### src/rtl/pgs_pkg.sv
package pgs_pkg;
    typedef enum logic [2:0] {
        PG_OFF,
        PG_RAMP,
        PG_WAIT_VDD,
        PG_ON,
        PG_RAMP_DOWN
    } pg_state_e;
endpackage

### src/rtl/pgs_ramp.sv
module pgs_ramp #(
    parameter int SEG_N    = 8,
    parameter int STEP_CYC = 4
) (
    input  logic             clk,
    input  logic             rst,
    input  logic             clear,
    input  logic             start,
    input  logic             advance,
    output logic [SEG_N-1:0] seg_en,
    output logic             last_step
);
    localparam int CW = $clog2(SEG_N + 1);
    localparam int TW = (STEP_CYC > 1) ? $clog2(STEP_CYC) : 1;

    logic [CW-1:0] seg_cnt;
    logic [TW-1:0] step_tmr;
    logic          tick;
    logic          full;

    assign tick      = (step_tmr == TW'(STEP_CYC - 1));
    assign full      = (seg_cnt == CW'(SEG_N));
    assign last_step = advance && tick && (seg_cnt == CW'(SEG_N - 1));

    always_ff @(posedge clk) begin
        if (rst || clear) begin
            seg_cnt  <= '0;
            step_tmr <= '0;
        end else if (start) begin
            seg_cnt  <= CW'(1);
            step_tmr <= '0;
        end else if (advance && !full) begin
            if (tick) begin
                seg_cnt  <= seg_cnt + 1'b1;
                step_tmr <= '0;
            end else begin
                step_tmr <= step_tmr + 1'b1;
            end
        end
    end

    for (genvar i = 0; i < SEG_N; i++) begin : g_seg
        assign seg_en[i] = (seg_cnt > CW'(i));
    end

    AST_SEG_STEP_ONE: assert property (@(posedge clk) disable iff (rst)
        ($countones(seg_en) > $countones($past(seg_en))) |->
        ($countones(seg_en) == $countones($past(seg_en)) + 1));

endmodule

### src/rtl/pgs_vdd_latch.sv
module pgs_vdd_latch (
    input  logic clk,
    input  logic rst,
    input  logic clear,
    input  logic arm,
    input  logic vdd_ok,
    output logic set_now,
    output logic done
);
    logic vdd_q;

    always_ff @(posedge clk) begin
        if (rst) vdd_q <= 1'b0;
        else     vdd_q <= vdd_ok;
    end

    // two consecutive high samples required before the latch is set
    assign set_now = arm && vdd_ok && vdd_q;

    always_ff @(posedge clk) begin
        if (rst || clear) done <= 1'b0;
        else if (set_now) done <= 1'b1;
    end

    AST_ACK_TWO_SAMPLES: assert property (@(posedge clk) disable iff (rst)
        $rose(done) |-> ($past(vdd_ok) && $past(vdd_ok, 2) && $past(arm)));

endmodule

### src/rtl/pgs_timeout.sv
module pgs_timeout #(
    parameter int TMO_CYC = 64
) (
    input  logic clk,
    input  logic rst,
    input  logic clear,
    input  logic run,
    output logic err
);
    localparam int KW = (TMO_CYC > 1) ? $clog2(TMO_CYC) : 1;

    logic [KW-1:0] wait_cnt;

    always_ff @(posedge clk) begin
        if (rst || clear) begin
            wait_cnt <= '0;
            err      <= 1'b0;
        end else if (run && !err) begin
            if (wait_cnt == KW'(TMO_CYC - 1)) err <= 1'b1;
            else                              wait_cnt <= wait_cnt + 1'b1;
        end
    end

    AST_ERR_ONLY_WAITING: assert property (@(posedge clk) disable iff (rst)
        $rose(err) |-> $past(run));

endmodule

### src/rtl/pwr_gate_seq.sv
module pwr_gate_seq #(
    parameter int SEG_N    = 8,
    parameter int STEP_CYC = 4,
    parameter int TMO_CYC  = 64
) (
    input  logic             clk,
    input  logic             rst,
    input  logic             pwr_req,
    input  logic             vdd_ok,
    output logic [SEG_N-1:0] seg_en,
    output logic             pwr_ack,
    output logic             tmo_err
);
    import pgs_pkg::*;

    pg_state_e state, state_nx;

    logic start, advance, arm, run, drop;
    logic last_step, set_now;

    // state register
    always_ff @(posedge clk) begin
        if (rst) state <= PG_OFF;
        else     state <= state_nx;
    end

    // next state
    always_comb begin
        state_nx = state;
        unique case (state)
            PG_OFF: begin
                if (pwr_req) state_nx = (SEG_N == 1) ? PG_WAIT_VDD : PG_RAMP;
            end
            PG_RAMP: begin
                if (!pwr_req)      state_nx = PG_RAMP_DOWN;
                else if (last_step) state_nx = PG_WAIT_VDD;
            end
            PG_WAIT_VDD: begin
                if (!pwr_req)    state_nx = PG_RAMP_DOWN;
                else if (set_now) state_nx = PG_ON;
            end
            PG_ON: begin
                if (!pwr_req) state_nx = PG_RAMP_DOWN;
            end
            PG_RAMP_DOWN: state_nx = PG_OFF;
            default:      state_nx = PG_OFF;
        endcase
    end

    // control strobes decoded from the state
    always_comb begin
        start   = 1'b0;
        advance = 1'b0;
        arm     = 1'b0;
        drop    = 1'b0;
        unique case (state)
            PG_OFF:       start = pwr_req;
            PG_RAMP:      begin advance = pwr_req; drop = !pwr_req; end
            PG_WAIT_VDD:  begin arm = pwr_req;     drop = !pwr_req; end
            PG_ON:        drop = !pwr_req;
            PG_RAMP_DOWN: ;
            default:      ;
        endcase
        run = arm && !set_now;
    end

    pgs_ramp #(.SEG_N(SEG_N), .STEP_CYC(STEP_CYC)) u_ramp (
        .clk       (clk),
        .rst       (rst),
        .clear     (drop),
        .start     (start),
        .advance   (advance),
        .seg_en    (seg_en),
        .last_step (last_step)
    );

    pgs_vdd_latch u_latch (
        .clk     (clk),
        .rst     (rst),
        .clear   (drop),
        .arm     (arm),
        .vdd_ok  (vdd_ok),
        .set_now (set_now),
        .done    (pwr_ack)
    );

    pgs_timeout #(.TMO_CYC(TMO_CYC)) u_tmo (
        .clk   (clk),
        .rst   (rst),
        .clear (drop),
        .run   (run),
        .err   (tmo_err)
    );

    AST_ACK_ALL_SEGMENTS: assert property (@(posedge clk) disable iff (rst)
        pwr_ack |-> (&seg_en));

    AST_DROP_CLEARS: assert property (@(posedge clk) disable iff (rst)
        (!pwr_req && (state inside {PG_RAMP, PG_WAIT_VDD, PG_ON})) |=>
        (seg_en == '0 && !pwr_ack && !tmo_err && state == PG_RAMP_DOWN));

    AST_DOWN_TO_OFF: assert property (@(posedge clk) disable iff (rst)
        (state == PG_RAMP_DOWN) |=> (state == PG_OFF));

    AST_OFF_QUIET: assert property (@(posedge clk) disable iff (rst)
        (state == PG_OFF) |-> (seg_en == '0 && !pwr_ack));

endmodule

### config.mk
export PLATFORM = sky130hd
export DESIGN_NAME = pwr_gate_seq
export DESIGN_NICKNAME = d
export VERILOG_FILES = /design/src/rtl/pgs_pkg.sv /design/src/rtl/pgs_ramp.sv /design/src/rtl/pgs_vdd_latch.sv /design/src/rtl/pgs_timeout.sv /design/src/rtl/pwr_gate_seq.sv
export SDC_FILE = /design/constraint.sdc
export NUM_CORES = 1
export LEC_CHECK = 0
export ABC_AREA = 1
export BUFFER_PORTS_ARGS = -buffer_cell sky130_fd_sc_hd__buf_2
export CAP_MARGIN = 10
export CELL_PAD_IN_SITES_DETAIL_PLACEMENT = 0
export CELL_PAD_IN_SITES_GLOBAL_PLACEMENT = 1
export CORE_MARGIN = 5
export CORE_UTILIZATION = 45
export CTS_BUF_LIST = sky130_fd_sc_hd__clkbuf_2
export CTS_CLUSTER_DIAMETER = 50
export DETAILED_ROUTE_END_ITERATION = 8
export PLACE_DENSITY_LB_ADDON = 0.1
export SLEW_MARGIN = 20
export SYNTH_ARGS = -nofsm -noshare
export SYNTH_HDL_FRONTEND = slang
export SYNTH_SLANG_ARGS = --single-unit
export TNS_END_PERCENT = 50
### constraint.sdc
create_clock -name clk -period 2.6 [get_ports clk]
set_input_delay 0.13 -clock clk [delete_from_list [all_inputs] [get_ports clk]]
set_output_delay 0.13 -clock clk [all_outputs]
set_load 0.01 [all_outputs]
==> impl_metrics.toml <==
[worst_hold_path]
hold_path_depth = 2
worstHoldStart = "pwr_req"
hold_path.class = "primary input to flop"
worstHoldEndpoint = "state[2]"

[global_routing]
grt_max_degree = 11
grt_use_met2 = 0.210
grt_first_pass_wirelength_mm = 3.71
grt-busiest-layer = "met2"
gr-usage-met3 = 0.0458
grt_use_total = 0.134
grt_overflow_total = 0
first_global_vias = 866
antenna_found_initial = 0
grtUsageMet1 = 0.178

[timing]
worstMarginPinSlew_ns = 0.316
setup_violations = 0
fmax_mhz = 539
min_period_ns = 1.86
setup_tns_ns = 0
finalHoldViolations = 0
final_max_slew_viol_count = 0
slew_headroom = 0.788
skew_ns = 0.0118
min_period_over_period = 0.714
grt_setup_unrepaired = "no"

[clock_network]
cts_tree = "done"
post_cts_resized = 0
cts.clk_slew.worst_paths_ns = 0.18
clockRootBuffer = "clkbuf_2"
cts.sinks = 18
htree_levels = 1
clk_latency_ns = 0.31
clk_path_buf_depth = 2
postCtsHoldBufs = 0
numCtsBuffers = 3
postCtsSetupBuffers = 0

[run_status]
status = "finished clean"

[placement]
port_buffers = 13
gp_congestion = 0.813
dp_hpwl_mm = 1.59

[die]
dieArea_sq_mm = 0.00349
io_pins = 14
start_util = 0.480
row_count = 17
fp.dieH_um = 59.0
die_w_um = 59.0
core_sq_mm = 0.00225

[finish]
fill_cells = 251
drive_gt1_frac = 0.192
num_antenna_cells = 0
num-nets-final = 183
final_common_cell = "nand2_1"
syn2layout_area_growth_pct = 12.0
layout_common_cells = "36 x nand2_1, 18 x nor2_1, 18 x dfxtp_1"

[synth]
synth_largest_area_cell = "dfxtp_1"
netlist_area_sq_mm = 0.00108
synth_nets = 165
seq_area_frac_synth = 0.333
synthTopCellsByArea = "dfxtp_1 33%, nand2_1 12%, ha_1 6.9%"
yosysUniqueCellTypes = 25
syn_avg_cell_area_sq_um = 6.98
synth_top_area_share = 0.333
synth-seq-cells = 18
synthCells = 155
synth-warning-count = 0

[detailed_routing]
drtIter0Drc = 22
drt.antenna.violating_nets = 0
wl_per_cell_um = 10.4
via_per_inst = 4.83
wl_mm = 2.08
vias = 966
drc = 0
drt_pass1_iterations = 3

[worst_setup_path]
reg2reg_from = "u_ramp.seg_cnt[0]"
end_kind = "output pin"
cp.arrival_ns = 1.73
path_class = "flop to output pin"
worstPathRequired_ns = 2.47
timing.rr.end = "u_ramp.seg_cnt[3]"
path_max_fanout = 5
rrSetupSlack_ns = 1.15
r2r.worst_path.cells = 8
cp-start-kind = "flop"

[power_and_ir_drop]
p_leak_nw = 0.549
power_mw = 0.588
ir_drop_uv = 355
cellPowerDensity_mw_per_mm2 = 485

[job]
max_cap_viol_count = 0
==> critical path, cell delays in order (launching register included) <==
cell and delay, ns:
dfxtp_1 0.44, inv_1 0.11, ha_1 0.24, or2_2 0.31, o21ai_0 0.15, buf_2 0.15
==> state kept, by name (all words and copies together) (netlist names) <==
signal / flops
u_ramp.seg_cnt: 4
state: 3
u_ramp.step_tmr: 2
u_latch.done: 1
u_tmo.err: 1
u_latch.vdd_q: 1
u_tmo.wait_cnt: 6
==> final cells by class <==
cell class	instances	area (sq um)	share of cell area
inverters	21	78.8	0.0650
repair buffers	15	85.1	0.0702
well taps	28	35.0	0.0289
clock buffers	3	15.0	0.0124
clock inverters	1	3.75	0.00310
flip-flops and latches	18	360	0.297
multi-input cells	114	634	0.523
==> per-layer routing <==
layer,up-vias,share of wire
met5,-,0
li1,529,-
met2,14,0.44
met1,421,0.50
met3,2,0.046
met4,0,0.0058
==> worst max path at each step <==
stage                      to         startpoint  slack [ns]  depth (start not counted)
detailed placement  seg_en[5]  u_ramp.seg_cnt[0]        1.12                          5
global placement    seg_en[5]  u_ramp.seg_cnt[0]        1.20                          5
CTS                 seg_en[5]  u_ramp.seg_cnt[0]        0.73                          5
finish              seg_en[5]  u_ramp.seg_cnt[0]        0.74                          5
global route        seg_en[5]  u_ramp.seg_cnt[0]        0.64                          5
floorplan           seg_en[5]  u_ramp.seg_cnt[0]        1.22                          4
==> report_power, final <==
| group | switching, mW | internal, mW |
|---|---|---|
| clock network | 0.0885 | 0.0334 |
| logic | 0.100 | 0.0541 |
| registers | 0.0197 | 0.292 |
==> synth_stat cells <==
library cell  number
ha_1               6
nand3_2            2
dfxtp_1           18
or2_2              2
nand3b_1           1
nand3_4            1
nor3_1             2
nor2_2             2
inv_1             16
clkinv_1           1
o21ai_0            4
nand2_2            2
nand2_1           36
nor2_4             3
nor2_1            18
buf_2              1
clkbuf_1           1
nand4_1            3
o21ai_1            2
a21oi_1           11
inv_2              4
xor2_1             2
nand4_4            1
xnor2_1            2
nand3_1           14
==> cell families after synthesis <==
family,share of synthesized area
buf+inv,0.0809
simple gates,0.406
compound gates,0.0786
fa+ha+maj,0.0694
xor+xnor,0.0324
flops,0.333
==> per-stage QoR <==
step,instances,utilization,area (sq um),setup slack [ns],hold slack [ns]
detailed placement,194,0.521,1170,1.12,0.366
global route,200,0.538,1210,0.638,0.0995
floorplan,155,-,1080,1.22,0.201
CTS,198,0.529,1190,0.733,0.00798
global placement,194,0.521,1170,1.20,0.351
finish,200,0.538,1210,0.743,0.121
No activity file was read; power rests on OpenSTA's default activity.
